==> config.mk <==
export PLATFORM = sky130hd
export DESIGN_NAME = mdio_master
export DESIGN_NICKNAME = d
export VERILOG_FILES = /design/src/rtl/mdio_pkg.sv /design/src/rtl/mdio_phase_gen.sv /design/src/rtl/mdio_frame_eng.sv /design/src/rtl/mdio_master.sv
export SDC_FILE = /design/constraint.sdc
export NUM_CORES = 1
export LEC_CHECK = 0
export BUFFER_PORTS_ARGS = -buffer_cell sky130_fd_sc_hd__buf_2
export CAP_MARGIN = 20
export CORE_UTILIZATION = 50
export CTS_CLUSTER_DIAMETER = 100
export DETAILED_ROUTE_END_ITERATION = 10
export PLACE_DENSITY_LB_ADDON = 0.15
export SYNTH_ARGS = -nofsm -noshare
export SYNTH_HDL_FRONTEND = slang
export SYNTH_SLANG_ARGS = --single-unit
==> constraint.sdc <==
create_clock -name clk -period 7.1 [get_ports clk]
set_input_delay 0.355 -clock clk [delete_from_list [all_inputs] [get_ports clk]]
set_output_delay 0.355 -clock clk [all_outputs]
set_load 0.01 [all_outputs]
==> src/rtl/mdio_pkg.sv <==
package mdio_pkg;

  localparam int PRE_LEN   = 32;
  localparam int FLD_LEN   = 5;
  localparam int DATA_LEN  = 16;
  localparam int FLUSH_LEN = 32;
  // preamble + start + opcode + two 5-bit fields
  localparam int HDR_LEN   = PRE_LEN + 2 + 2 + 2 * FLD_LEN;
  // header + two turnaround bits + data
  localparam int SH_LEN    = HDR_LEN + 2 + DATA_LEN;
  localparam int IDX_W     = $clog2(HDR_LEN + FLUSH_LEN + 2);

  localparam logic [1:0] ST_DIRECT = 2'b01;
  localparam logic [1:0] ST_EXT    = 2'b00;
  localparam logic [1:0] OP_ADDR   = 2'b00;
  localparam logic [1:0] OP_WRITE  = 2'b01;
  localparam logic [1:0] OP_RD_DIR = 2'b10;
  localparam logic [1:0] OP_RD_EXT = 2'b11;

  typedef struct packed {
    logic [1:0]          st;
    logic [1:0]          op;
    logic [FLD_LEN-1:0]  phy;
    logic [FLD_LEN-1:0]  fld;
    logic [DATA_LEN-1:0] data;
    logic                rd;
  } frame_t;

  typedef enum logic [1:0] {
    C_IDLE,
    C_ADDR,
    C_ACC
  } ctl_t;

endpackage

==> src/rtl/mdio_phase_gen.sv <==
module mdio_phase_gen #(
  parameter int LOW_CYC  = 24,
  parameter int HIGH_CYC = 32
) (
  input  logic clk,
  input  logic rst_n,
  input  logic run,
  output logic mdc,
  output logic bit_start,
  output logic bit_end
);

  localparam int MAXC = (LOW_CYC > HIGH_CYC) ? LOW_CYC : HIGH_CYC;
  localparam int CW   = $clog2(MAXC + 1);
  localparam logic [CW-1:0] LOW_LAST  = CW'(LOW_CYC - 1);
  localparam logic [CW-1:0] HIGH_LAST = CW'(HIGH_CYC - 1);

  logic [CW-1:0] cnt_q, cnt_d;
  logic          mdc_q, mdc_d;

  always_comb begin
    cnt_d = cnt_q;
    mdc_d = mdc_q;
    if (!run) begin
      cnt_d = '0;
      mdc_d = 1'b0;
    end else if (!mdc_q) begin
      if (cnt_q == LOW_LAST) begin
        cnt_d = '0;
        mdc_d = 1'b1;
      end else begin
        cnt_d = cnt_q + CW'(1);
      end
    end else begin
      if (cnt_q == HIGH_LAST) begin
        cnt_d = '0;
        mdc_d = 1'b0;
      end else begin
        cnt_d = cnt_q + CW'(1);
      end
    end
  end

  always_ff @(posedge clk or negedge rst_n) begin
    if (!rst_n) begin
      cnt_q <= '0;
      mdc_q <= 1'b0;
    end else begin
      cnt_q <= cnt_d;
      mdc_q <= mdc_d;
    end
  end

  assign mdc       = mdc_q;
  assign bit_start = run && !mdc_q && (cnt_q == '0);
  assign bit_end   = run && mdc_q && (cnt_q == HIGH_LAST);

  // a stopped phase generator leaves MDC low
  p_stop_low_r8: assert property (@(posedge clk) disable iff (!rst_n)
    !run |=> !mdc_q);

endmodule

==> src/rtl/mdio_frame_eng.sv <==
module mdio_frame_eng
  import mdio_pkg::*;
(
  input  logic                clk,
  input  logic                rst_n,
  input  logic                go,
  input  frame_t              frm,
  input  logic                bit_start,
  input  logic                bit_end,
  input  logic                mdc,
  input  logic                mdio_i,
  output logic                run,
  output logic                mdio_o,
  output logic                mdio_oe,
  output logic                fdone,
  output logic [DATA_LEN-1:0] frd,
  output logic                ferr
);

  localparam logic [IDX_W-1:0] I_HDR   = IDX_W'(HDR_LEN);
  localparam logic [IDX_W-1:0] I_SH    = IDX_W'(SH_LEN);
  localparam logic [IDX_W-1:0] I_D_LO  = IDX_W'(HDR_LEN + 1);
  localparam logic [IDX_W-1:0] I_D_HI  = IDX_W'(HDR_LEN + DATA_LEN);
  localparam logic [IDX_W-1:0] I_RLAST = IDX_W'(HDR_LEN + DATA_LEN + 1);
  localparam logic [IDX_W-1:0] I_ELAST = IDX_W'(HDR_LEN + FLUSH_LEN);
  localparam logic [IDX_W-1:0] I_PRE   = IDX_W'(PRE_LEN);

  logic                run_q, run_d;
  logic [IDX_W-1:0]    idx_q, idx_d;
  logic [SH_LEN-1:0]   sh_q, sh_d;
  logic                mdo_q, mdo_d;
  logic                oe_q, oe_d;
  logic                rd_q, rd_d;
  logic                tab_q, tab_d;
  logic [DATA_LEN-1:0] rdat_q, rdat_d;
  logic                done_q, done_d;

  logic [IDX_W-1:0]    drv_len;
  logic [IDX_W-1:0]    last_idx;

  assign drv_len  = rd_q ? I_HDR : I_SH;
  assign last_idx = rd_q ? (tab_q ? I_ELAST : I_RLAST) : I_SH;

  always_comb begin
    run_d  = run_q;
    idx_d  = idx_q;
    sh_d   = sh_q;
    mdo_d  = mdo_q;
    oe_d   = oe_q;
    rd_d   = rd_q;
    tab_d  = tab_q;
    rdat_d = rdat_q;
    done_d = 1'b0;
    if (!run_q) begin
      if (go) begin
        run_d  = 1'b1;
        idx_d  = '0;
        sh_d   = {{PRE_LEN{1'b1}}, frm.st, frm.op, frm.phy, frm.fld,
                  2'b10, frm.data};
        rd_d   = frm.rd;
        tab_d  = 1'b0;
        rdat_d = '0;
      end
    end else begin
      if (bit_start) begin
        oe_d  = (idx_q < drv_len);
        mdo_d = (idx_q < drv_len) ? sh_q[SH_LEN-1] : 1'b1;
        sh_d  = {sh_q[SH_LEN-2:0], 1'b1};
      end
      if (bit_end) begin
        idx_d = idx_q + IDX_W'(1);
        if (rd_q && (idx_q == I_HDR))
          tab_d = mdio_i;
        if (rd_q && !tab_q && (idx_q >= I_D_LO) && (idx_q <= I_D_HI))
          rdat_d = {rdat_q[DATA_LEN-2:0], mdio_i};
        if (idx_q == last_idx) begin
          run_d  = 1'b0;
          oe_d   = 1'b0;
          mdo_d  = 1'b1;
          done_d = 1'b1;
        end
      end
    end
  end

  always_ff @(posedge clk or negedge rst_n) begin
    if (!rst_n) begin
      run_q  <= 1'b0;
      idx_q  <= '0;
      sh_q   <= '0;
      mdo_q  <= 1'b1;
      oe_q   <= 1'b0;
      rd_q   <= 1'b0;
      tab_q  <= 1'b0;
      rdat_q <= '0;
      done_q <= 1'b0;
    end else begin
      run_q  <= run_d;
      idx_q  <= idx_d;
      sh_q   <= sh_d;
      mdo_q  <= mdo_d;
      oe_q   <= oe_d;
      rd_q   <= rd_d;
      tab_q  <= tab_d;
      rdat_q <= rdat_d;
      done_q <= done_d;
    end
  end

  assign run     = run_q;
  assign mdio_o  = mdo_q;
  assign mdio_oe = oe_q;
  assign fdone   = done_q;
  assign ferr    = tab_q;
  assign frd     = tab_q ? {DATA_LEN{1'b1}} : rdat_q;

  // the line holds 1 throughout the preamble
  p_preamble_ones_r1: assert property (@(posedge clk) disable iff (!rst_n)
    (run_q && idx_q < I_PRE) |-> mdo_q);

  // pad outputs only move while the clock is low
  p_stable_high_r8: assert property (@(posedge clk) disable iff (!rst_n)
    mdc |-> ($stable(mdo_q) && $stable(oe_q)));

  // the line stays released once a read frame has passed its header
  p_read_release_r5: assert property (@(posedge clk) disable iff (!rst_n)
    (run_q && rd_q && idx_q > I_HDR) |-> !oe_q);

  // after a frame ends the line is released
  p_release_after_r7: assert property (@(posedge clk) disable iff (!rst_n)
    done_q |-> (!oe_q && !run_q));

endmodule

==> src/rtl/mdio_master.sv <==
module mdio_master
  import mdio_pkg::*;
#(
  parameter int LOW_CYC  = 24,
  parameter int HIGH_CYC = 32
) (
  input  logic        clk,
  input  logic        rst_n,
  input  logic        start,
  input  logic        req_wr,
  input  logic        req_ext,
  input  logic [4:0]  req_phy,
  input  logic [20:0] req_addr,
  input  logic [15:0] req_wdata,
  output logic [15:0] rsp_rdata,
  output logic        rsp_err,
  output logic        done,
  output logic        busy,
  output logic        mdc,
  output logic        mdio_o,
  output logic        mdio_oe,
  input  logic        mdio_i
);

  // reset: asserted asynchronously, released on the clock
  logic [1:0] rs_q;
  logic       rst_i_n;

  always_ff @(posedge clk or negedge rst_n) begin
    if (!rst_n) rs_q <= '0;
    else        rs_q <= {rs_q[0], 1'b1};
  end
  assign rst_i_n = rs_q[1];

  ctl_t        st_q, st_d;
  logic        go_q, go_d;
  logic        done_q, done_d;
  logic        err_q, err_d;
  logic [15:0] rdat_q, rdat_d;
  logic        wr_q, wr_d;
  logic        ext_q, ext_d;
  logic [4:0]  phy_q, phy_d;
  logic [20:0] addr_q, addr_d;
  logic [15:0] wdat_q, wdat_d;

  frame_t      frm;
  logic        run, bit_start, bit_end, fdone, ferr;
  logic [15:0] frd;

  always_comb begin
    st_d   = st_q;
    go_d   = 1'b0;
    done_d = 1'b0;
    err_d  = err_q;
    rdat_d = rdat_q;
    wr_d   = wr_q;
    ext_d  = ext_q;
    phy_d  = phy_q;
    addr_d = addr_q;
    wdat_d = wdat_q;
    unique case (st_q)
      C_IDLE: begin
        if (start) begin
          wr_d   = req_wr;
          ext_d  = req_ext;
          phy_d  = req_phy;
          addr_d = req_addr;
          wdat_d = req_wdata;
          st_d   = req_ext ? C_ADDR : C_ACC;
          go_d   = 1'b1;
        end
      end
      C_ADDR: begin
        if (fdone) begin
          st_d = C_ACC;
          go_d = 1'b1;
        end
      end
      C_ACC: begin
        if (fdone) begin
          st_d   = C_IDLE;
          done_d = 1'b1;
          err_d  = ferr;
          if (!wr_q) rdat_d = frd;
        end
      end
      default: st_d = C_IDLE;
    endcase
  end

  always_comb begin
    frm.phy = phy_q;
    if (st_q == C_ADDR) begin
      frm.st   = ST_EXT;
      frm.op   = OP_ADDR;
      frm.fld  = addr_q[20:16];
      frm.data = addr_q[15:0];
      frm.rd   = 1'b0;
    end else if (ext_q) begin
      frm.st   = ST_EXT;
      frm.op   = wr_q ? OP_WRITE : OP_RD_EXT;
      frm.fld  = addr_q[20:16];
      frm.data = wdat_q;
      frm.rd   = !wr_q;
    end else begin
      frm.st   = ST_DIRECT;
      frm.op   = wr_q ? OP_WRITE : OP_RD_DIR;
      frm.fld  = addr_q[4:0];
      frm.data = wdat_q;
      frm.rd   = !wr_q;
    end
  end

  always_ff @(posedge clk or negedge rst_i_n) begin
    if (!rst_i_n) begin
      st_q   <= C_IDLE;
      go_q   <= 1'b0;
      done_q <= 1'b0;
      err_q  <= 1'b0;
      rdat_q <= '0;
      wr_q   <= 1'b0;
      ext_q  <= 1'b0;
      phy_q  <= '0;
      addr_q <= '0;
      wdat_q <= '0;
    end else begin
      st_q   <= st_d;
      go_q   <= go_d;
      done_q <= done_d;
      err_q  <= err_d;
      rdat_q <= rdat_d;
      wr_q   <= wr_d;
      ext_q  <= ext_d;
      phy_q  <= phy_d;
      addr_q <= addr_d;
      wdat_q <= wdat_d;
    end
  end

  mdio_phase_gen #(
    .LOW_CYC  (LOW_CYC),
    .HIGH_CYC (HIGH_CYC)
  ) u_phase (
    .clk       (clk),
    .rst_n     (rst_i_n),
    .run       (run),
    .mdc       (mdc),
    .bit_start (bit_start),
    .bit_end   (bit_end)
  );

  mdio_frame_eng u_eng (
    .clk       (clk),
    .rst_n     (rst_i_n),
    .go        (go_q),
    .frm       (frm),
    .bit_start (bit_start),
    .bit_end   (bit_end),
    .mdc       (mdc),
    .mdio_i    (mdio_i),
    .run       (run),
    .mdio_o    (mdio_o),
    .mdio_oe   (mdio_oe),
    .fdone     (fdone),
    .frd       (frd),
    .ferr      (ferr)
  );

  assign busy      = (st_q != C_IDLE);
  assign done      = done_q;
  assign rsp_err   = err_q;
  assign rsp_rdata = rdat_q;

  // completion is a single-cycle pulse
  p_done_pulse_r9: assert property (@(posedge clk) disable iff (!rst_i_n)
    done_q |=> !done_q);

  // an accepted start raises busy on the next cycle
  p_busy_rise_r9: assert property (@(posedge clk) disable iff (!rst_i_n)
    (start && !busy) |=> busy);

  // busy is already low when done pulses
  p_done_idle_r9: assert property (@(posedge clk) disable iff (!rst_i_n)
    done_q |-> !busy);

  // an idle block keeps the bus quiet
  p_quiet_idle_r10: assert property (@(posedge clk) disable iff (!rst_i_n)
    !busy |-> (!mdc && !mdio_oe));

endmodule

## Yosys cells after proc, flatten, opt, wreduce, memory -nomap -nowiden

Index checks and enable logic that the tools add are counted.
W data, S select, Z words.

| word-level totals | value |
|---|---|
| flip-flop bits (word level) | 167 |
| bits of input ports | 48 |
| word-level logic and storage cells | 121 |

| operators by class | value |
|---|---|
| add/sub/neg operators | 2 |
| order comparisons | 3 |
| equality and inequality tests | 13 |
| mux-type cells | 55 |
| bitwise logic cells | 2 |
| reduce and logical (&&, ||, !) cells | 24 |

Operators with widths:

| cell | count |
|---|---|
| $mux W64 | 3 |
| $mux W16 | 5 |
| $mux W22 | 2 |
| $mux W7 | 6 |
| $mux W1 | 25 |
| $mux W6 | 4 |
| $eq A6 B5 Y1 const B | 2 |
| $mux W2 | 6 |
| $reduce_and A3 Y1 | 4 |
| $ne A2 B2 Y1 const B | 5 |
| $reduce_and A2 Y1 | 5 |
| $logic_and A1 B1 Y1 | 8 |
| $add A7 B1 Y7 const B | 1 |
| $eq A7 B6 Y1 const B | 1 |
| $eq A7 B7 Y1 | 1 |
| $ge A7 B6 Y1 const B | 1 |
| $le A7 B6 Y1 const B | 1 |
| $lt A7 B7 Y1 | 1 |
| $add A6 B1 Y6 const B | 1 |
| $logic_not A6 Y1 | 1 |
| $pmux W2 S3 | 1 |
| $mux W4 | 1 |
| $ne A2 B1 Y1 const B | 2 |
| $reduce_bool A2 Y1 | 2 |
| other kinds (7) | 10 |

## Depth between registers and ports, before layout

Gate-level depths: netlist of run 1.

| logic depth | value |
|---|---|
| depth after elaboration | 7 |
| gate-level depth with buffers | 8 |

## Cells and area by module

Synthesis of run 1 repeated with hierarchy kept, for this count alone.

| second synthesis, totals | value |
|---|---|
| cells, all modules | 656 |
| area total of the unflattened synthesis | 7,771.2 µm² |

By module, submodules not included:

| module | instances | cells an instance | area an instance (µm²) | seq. area each (µm²) |
|---|---|---|---|---|
| mdio_frame_eng | 1 | 436 | 4,369.2 | 2,328.5 |
| mdio_master | 1 | 177 | 3,004.1 | 1,676.6 |
| mdio_phase_gen | 1 | 43 | 397.9 | 175.2 |

## Least setup slack after synthesis of run 1

Ideal clock, no wire load.

| timing | value |
|---|---|
| path kind | register to register |
| start point | register u_eng.idx_q[0] |
| end point | register u_eng.rdat_q[13] |
| arrival time | 1.957 ns |
| path slack | 5.019 ns |
| stages on the path, launching flop included | 8 |
| path buffers | 2 |
| period minus slack after synthesis | 2.081 ns |
| cells stage by stage | dfrtp_1 -> clkbuf_1 -> inv_1 -> ha_1 -> o31a_1 -> o211ai_2 -> buf_6 -> mux2_2 |

| between the ends | value |
|---|---|
| word-level cells in the longest chain between the ends | 5 |
| elaborated cells on any way between the ends | 6 |

RTL lines:

| item | RTL line | source |
|---|---|---|
| from (decl) | mdio_frame_eng.sv:29 | `logic [IDX_W-1:0] idx_q, idx_d;` |
| from (signal assigned) | mdio_frame_eng.sv:99 | `idx_q <= idx_d;` |
| $ge A7 B6 Y1 | mdio_frame_eng.sv:74 | `if (rd_q && !tab_q && (idx_q >= I_D_LO) && (idx_q <= I_D_HI))` |
| $logic_and A1 B1 Y1 | mdio_frame_eng.sv:74 |  |
| $logic_and A1 B1 Y1 (*) | mdio_frame_eng.sv:74 |  |
| $ne A2 B2 Y1 (no source line) (*) | -- |  |
| $reduce_and A3 Y1 (no source line) (*) | -- |  |
| to (signal assigned) | mdio_frame_eng.sv:105 | `rdat_q <= rdat_d;` |
| to (decl) | mdio_frame_eng.sv:35 | `logic [DATA_LEN-1:0] rdat_q, rdat_d;` |

Every way passes the cells marked *; elsewhere a longest branch is shown, timed or not.
A chain may end at the register's enable or synchronous reset.

## Worst setup path in the final report of run 1

| timing | value |
|---|---|
| start point | register go_q |
| end point | register u_eng.sh_q[8] |

| between the ends | value |
|---|---|
| word-level cells in the longest chain between the ends | 2 |

RTL lines:

| item | RTL line | source |
|---|---|---|
| from (decl) | mdio_master.sv:36 | `logic go_q, go_d;` |
| from (signal assigned) | mdio_master.sv:128 | `go_q <= go_d;` |
| $reduce_bool A2 Y1 (no source line) | -- |  |
| $reduce_and A2 Y1 (no source line) | -- |  |
| to (signal assigned) | mdio_frame_eng.sv:90 | `sh_q <= '0;` |
| to (signal assigned) | mdio_frame_eng.sv:100 | `sh_q <= sh_d;` |
| to (decl) | mdio_frame_eng.sv:30 | `logic [SH_LEN-1:0] sh_q, sh_d;` |

Every way passes these cells.

==> impl_metrics.toml, run 1 <==
[synth]
synth_area_leaders = "dfrtp_1 (58%), mux2_2 (10%), mux2i_1 (4.3%), o22a_1 (3.9%), nor2_1 (3.2%)"
ys.flop_type = "dfrtp_1"
synth_top_area_share_pct = 57.8
synth_seq_cells = 167
seq_area_frac_synth_pct = 58.2
syn_area_sq_um = 7180
syn-num-nets = 670
synth_edf_count = 0
synthDistinctLibCells = 49
synth_common_cells = "dfrtp_1 (166), mux2_2 (66), nor2_1 (61), nand2_1 (45), o21ai_0 (40)"
synthesis.instances = 613
synth.largest_area_cell = "dfrtp_1"
synth.most_common_cell = "dfrtp_1"
async_flop_share_pct = 100
syn-mean-instance-area_sq_um = 11.7
ys_warn_count = 0

[power]
ir_worst_vdd_mv = 0.178
switching_share_pct = 22.1
powerDensity_nw_per_um2 = 221
power.share.clock_pct = 45.7
internal_power_mw = 1.41
share_comb_of_total_power_pct = 1.4
pwr-share-seq_pct = 52.9
p_switching_uw = 401
static-leakage-power_nw = 4.22

[floorplanning]
die_height_um = 122
dieArea_sq_um = 14900
start_util_pct = 51.6
fp.coreArea_sq_um = 13900
die_w_um = 122
num_rows = 43
ios = 70

[routing]
drtPass1Iterations = 4
wl_per_cell_um = 15.1
vias_per_cell = 5.34
drt-initial-drc-count = 258
drc = 0
routed-via-count = 4618
wl_um = 13000
ant_nets = 0

[grt]
grt_use_total_pct = 19.3
grt_pass1_vias = 4710
grtUsageMet1_pct = 25.0
antenna_found_initial = 0
grt_max_degree = 88
grtUsageMet3_pct = 4.78
grtUsageMet2_pct = 32.0
gr-total-overflow = 0
grt_pass1_wl_um = 22400
top_usage_layer = "met2"

[sta]
skew_ns = 0.00679
hold_violations = 0
tightest_slew_ns = 1.07
max_freq_mhz = 377
setup_viol = 0
rsz0062_at_grt = "no"
layout_setup_ws_ns = 4.45
holdWs_ns = 0.162
fin_crit_sh_pct = 37.3
finalCriticalPeriod_ns = 2.65
slew_viol_final = 0
tns_ns = 0
slew-limit-headroom_pct = 28.6

[clock_network]
cts_buffer_depth = 2
clk_latency_ns = 0.42
ctsResizeCount = 0
cts_buffers = 17
cts_sinks = 167
htreeDepth = 4
clockRootBuffer = "clkbuf_16"
cts_tree = "yes"
clkTransAtPathRegs_ns = 0.07
cts_setup_buffers = 0

[cells_and_area]
drive_gt1_share_pct = 27.2
areaGrowthSynthToFinish_pct = 14.3
fill_cells = 1182
diodes = 0
final_nets = 728
fin_util_pct = 58.9

[flow_run]
cap_violations = 0

[setup_path]
crit_fanout = 42
crit_type = "reg2reg"
cp.required_ns = 7.40
startpoint_type = "flop"
arrival_ns = 2.95
crit_path_end_kind = "flop"

[place]
dp_hpwl_um = 8670
detailedPlace.worstSlack_ns = 4.43
gp_congestion = 0.830
port_buffers = 69

[worst_hold_path]
worstHoldPathType = "in2reg"

[status]
status = "complete, no violations"
## final timing paths
check | slack, ns | end | depth (start not counted) | start
max in group asynchronous | 5.37 | u_eng.mdio_o$_DFFE_PN1P_ | 2 | rs_q[1]$_DFF_PN0_
worst max register to register | 4.45 | u_eng.sh_q[8]$_DFFE_PN0P_ | 4 | go_q$_DFF_PN0_
worst max-delay path | 4.45 | u_eng.sh_q[8]$_DFFE_PN0P_ | 4 | go_q$_DFF_PN0_
min in group asynchronous | 0.24 | rs_q[1]$_DFF_PN0_ | 2 | rst_n
worst min-delay path | 0.16 | wdat_q[9]$_DFFE_PN0P_ | 2 | req_wdata[9]
worst min register to register | 0.35 | rs_q[1]$_DFF_PN0_ | 0 | rs_q[0]$_DFF_PN0_
## sequential cells by signal, summed over array words and instances (netlist names), 2 cells and up
signal / count
u_eng.rdat_q: 16
rsp_rdata: 16
st_q: 2
u_eng.sh_q: 64
wdat_q: 16
u_phase.cnt_q: 6
rs_q: 2
u_eng.idx_q: 7
phy_q: 5
addr_q: 21
## metrics by stage
step / cell area (sq um) / power, mW / cells
4_1_cts: 8160 / 1.84 / 861
6_report: 8210 / 1.82 / 864
3_5_place_dp: 7610 / 1.00 / 828
2_1_floorplan: 7180 / 0.985 / 613
3_3_place_gp: 7610 / 1.00 / 828
5_1_grt: 8210 / 1.88 / 864
## critical path: stages, from the launching register on
cell,delay (ns)
dfrtp_1,0.36
nor2b_1,0.85
a21o_1,0.44
buf_4,0.48
mux2_2,0.39
## routing by layer
| layer | part of all wire, % | wire [um] |
|---|---|---|
| met1 | 47 | 6070 |
| met2 | 49 | 6390 |
| met3 | 3.2 | 411 |
| met4 | 1.1 | 143 |
| met5 | 0 | 0 |
## final cells by class
| type | count | area (sq um) | area share, % |
|---|---|---|---|
| Clock buffer | 18 | 429 | 5.22 |
| Sequential cell | 167 | 4180 | 50.9 |
| Clock inverter | 14 | 103 | 1.25 |
| Multi-Input combinational cell | 384 | 2740 | 33.3 |
| Tap cell | 180 | 225 | 2.74 |
| Inverter | 23 | 86.3 | 1.05 |
| Timing Repair Buffer | 78 | 450 | 5.48 |
## power by group through the flow
| stage | Sequential (mW) | Combinational, mW | Clock, mW |
|---|---|---|---|
| after global placement | 0.979 | 0.0230 | 0 |
| after floorplan | 0.984 | 0.000895 | 0 |
| after global routing | 0.962 | 0.0293 | 0.887 |
| final | 0.961 | 0.0255 | 0.829 |
| after detailed placement | 0.980 | 0.0239 | 0 |
| after CTS | 0.962 | 0.0244 | 0.850 |
## cell families after synthesis
kind of cell               share of synthesized area [%]
DFF                                                 58.2
adders and majority gates                           1.57
buffers and inverters                               3.81
muxes                                               14.7
xor gates and xnor gates                            1.10
other                                             0.0522
AOI/OAI and AO/OA                                   11.3
and+or+nand+nor                                     9.37
## cells in the final DEF, fill, tap and decap left out, types with 9 or more instances in the layout
| cell | Yosys | routed |
|---|---|---|
| o21ai_0 | 40 | 40 |
| buf_2 | 12 | 69 |
| mux2_2 | 66 | 66 |
| clkbuf_16 | 0 | 17 |
| nor2_1 | 61 | 60 |
| inv_1 | 22 | 22 |
| ha_1 | 9 | 9 |
| a21oi_1 | 25 | 25 |
| o22a_1 | 32 | 32 |
| dfrtp_1 | 166 | 165 |
| nand2_1 | 45 | 45 |
| nand3_1 | 10 | 10 |
| mux2i_1 | 31 | 31 |
## timing repair
item | 4_1_cts | 5_1_grt
hold buffers | 1 | 0
hold endpoints to repair | 2 | 0
setup endpoints to repair | 0 | 0
Power figures use the tool's default switching activity.
==> run 2: changes to the inputs <==
- clock period: 7.1 -> 2.3 ns (I/O delays scaled with it)
==> impl_metrics.toml, run 2 (synthesized netlist as in run 1, its figures left out) <==
[sta]
finalCriticalPeriod_ns = 2.02
tns_ns = 0
hold_violations = 0
max_freq_mhz = 495
fin_crit_sh_pct = 87.9
rsz0062_at_grt = "no"
tightest_slew_ns = 0.508
slew_viol_final = 0
setup_viol = 0
skew_ns = 0.00685
slew-limit-headroom_pct = 66.1

[routing]
wl_um = 13700
routed-via-count = 4800
vias_per_cell = 5.24
drtPass1Iterations = 6
ant_nets = 0
drc = 0
wl_per_cell_um = 14.9
drt-initial-drc-count = 194

[floorplanning]
dieArea_sq_um = 14900
die_height_um = 122
ios = 70
fp.coreArea_sq_um = 13900
start_util_pct = 51.6
die_w_um = 122
num_rows = 43

[cells_and_area]
final_common_cell = "dfrtp_1"
drive_gt1_share_pct = 26.1
areaGrowthSynthToFinish_pct = 22.9
final_cell_mix = "dfrtp_1 (165), buf_2 (69), mux2_2 (66)"
top_regs = "u_eng.sh_q x64, addr_q x21"
diodes = 0
fin_util_pct = 63.4
final_nets = 780
largest_reg_flops = 64
largest_register = "u_eng.sh_q"

[clock_network]
clk_latency_ns = 0.42
cts_tree = "yes"
cts_sinks = 167
cts_buffers = 17
clkTransAtPathRegs_ns = 0.06
cts_setup_buffers = 0
ctsResizeCount = 0
cts_buffer_depth = 2
clockRootBuffer = "clkbuf_16"
htreeDepth = 4
postCtsHoldBufs = 47

[worst_hold_path]
worstHoldPathType = "in2reg"
min-delay-start = "start"
hold_end = "st_q[1]$_DFFE_PN0P_"
min_path_cells = 3

[setup_path]
worstReg2RegEnd = "u_eng.rdat_q[11]$_DFFE_PN0P_"
timing.rr.start = "u_eng.idx_q[0]$_DFFE_PN0P_"
arrival_ns = 2.33
crit_path_end_kind = "flop"
cp.required_ns = 2.61
r2r_cells = 6
crit_fanout = 15
startpoint_type = "flop"
crit_type = "reg2reg"
reg2reg_slack_ns = 0.28

[place]
dp_hpwl_um = 8530
gp_congestion = 0.807
port_buffers = 69

[power]
p_total_mw = 6.06
ir_worst_vdd_mv = 0.466
powerDensity_nw_per_um2 = 686
static-leakage-power_nw = 4.48

[grt]
antenna_found_initial = 0
gr-total-overflow = 0
grt_use_total_pct = 20.6
grt_pass1_wl_um = 23700
grt_pass1_vias = 4907
grt_max_degree = 60

[flow_run]
cap_violations = 0

[status]
status = "complete, no violations"
run 2: metrics by stage:
stage	worst slack (ns)	instance area, sq um	hold slack [ns]	std cells
global placement	0.397	7730	-0.0987	837
CTS	0.280	8830	0.103	916
global route	0.159	8830	0.146	916
floorplan	0.219	7190	-0.181	613
detailed placement	0.304	7730	-0.0963	837
finish	0.278	8830	0.120	916
run 2: worst max path at each step:
stage	startpoint	to	cells after the start
floorplan	u_eng.idx_q[0]$_DFFE_PN0P_	u_eng.rdat_q[13]$_DFFE_PN0P_	7
global placement	u_eng.idx_q[0]$_DFFE_PN0P_	u_eng.rdat_q[9]$_DFFE_PN0P_	6
detailed placement	u_eng.idx_q[0]$_DFFE_PN0P_	u_eng.rdat_q[7]$_DFFE_PN0P_	6
CTS	u_eng.idx_q[0]$_DFFE_PN0P_	u_eng.rdat_q[11]$_DFFE_PN0P_	6
global route	u_eng.idx_q[0]$_DFFE_PN0P_	u_eng.rdat_q[11]$_DFFE_PN0P_	6
finish	u_eng.idx_q[0]$_DFFE_PN0P_	u_eng.rdat_q[11]$_DFFE_PN0P_	6
run 2: final cells by class:
cell class                      instances  area (sq um)
Inverter                               23          86.3
Fill cell                            1118          5100
Multi-Input combinational cell        384          2740
Timing Repair Buffer                  130           971
Clock buffer                           22           484
Clock inverter                         10           144
Tap cell                              180           225
Sequential cell                       167          4180
run 2: routing by layer:
metal	vias up	routed length, um	GRT usage (%)
met2	82	6600	32.7
li1	2365	-	-
met5	-	0	0
met3	24	394	4.31
met4	0	260	8.72
met1	2329	6430	27.5
run 2: where the power goes:
group	switching, mW	internal, mW
registers	0.00862	2.94
clock network	1.12	1.83
logic	0.0714	0.0891
total	1.20	4.86
run 2: critical path, stage by stage (launching register included):
cell and delay, ns:
dfrtp_1 0.48, inv_1 0.09, ha_1 0.23, o31a_1 0.31
o211ai_2 0.16, buf_4 0.27, mux2_2 0.37
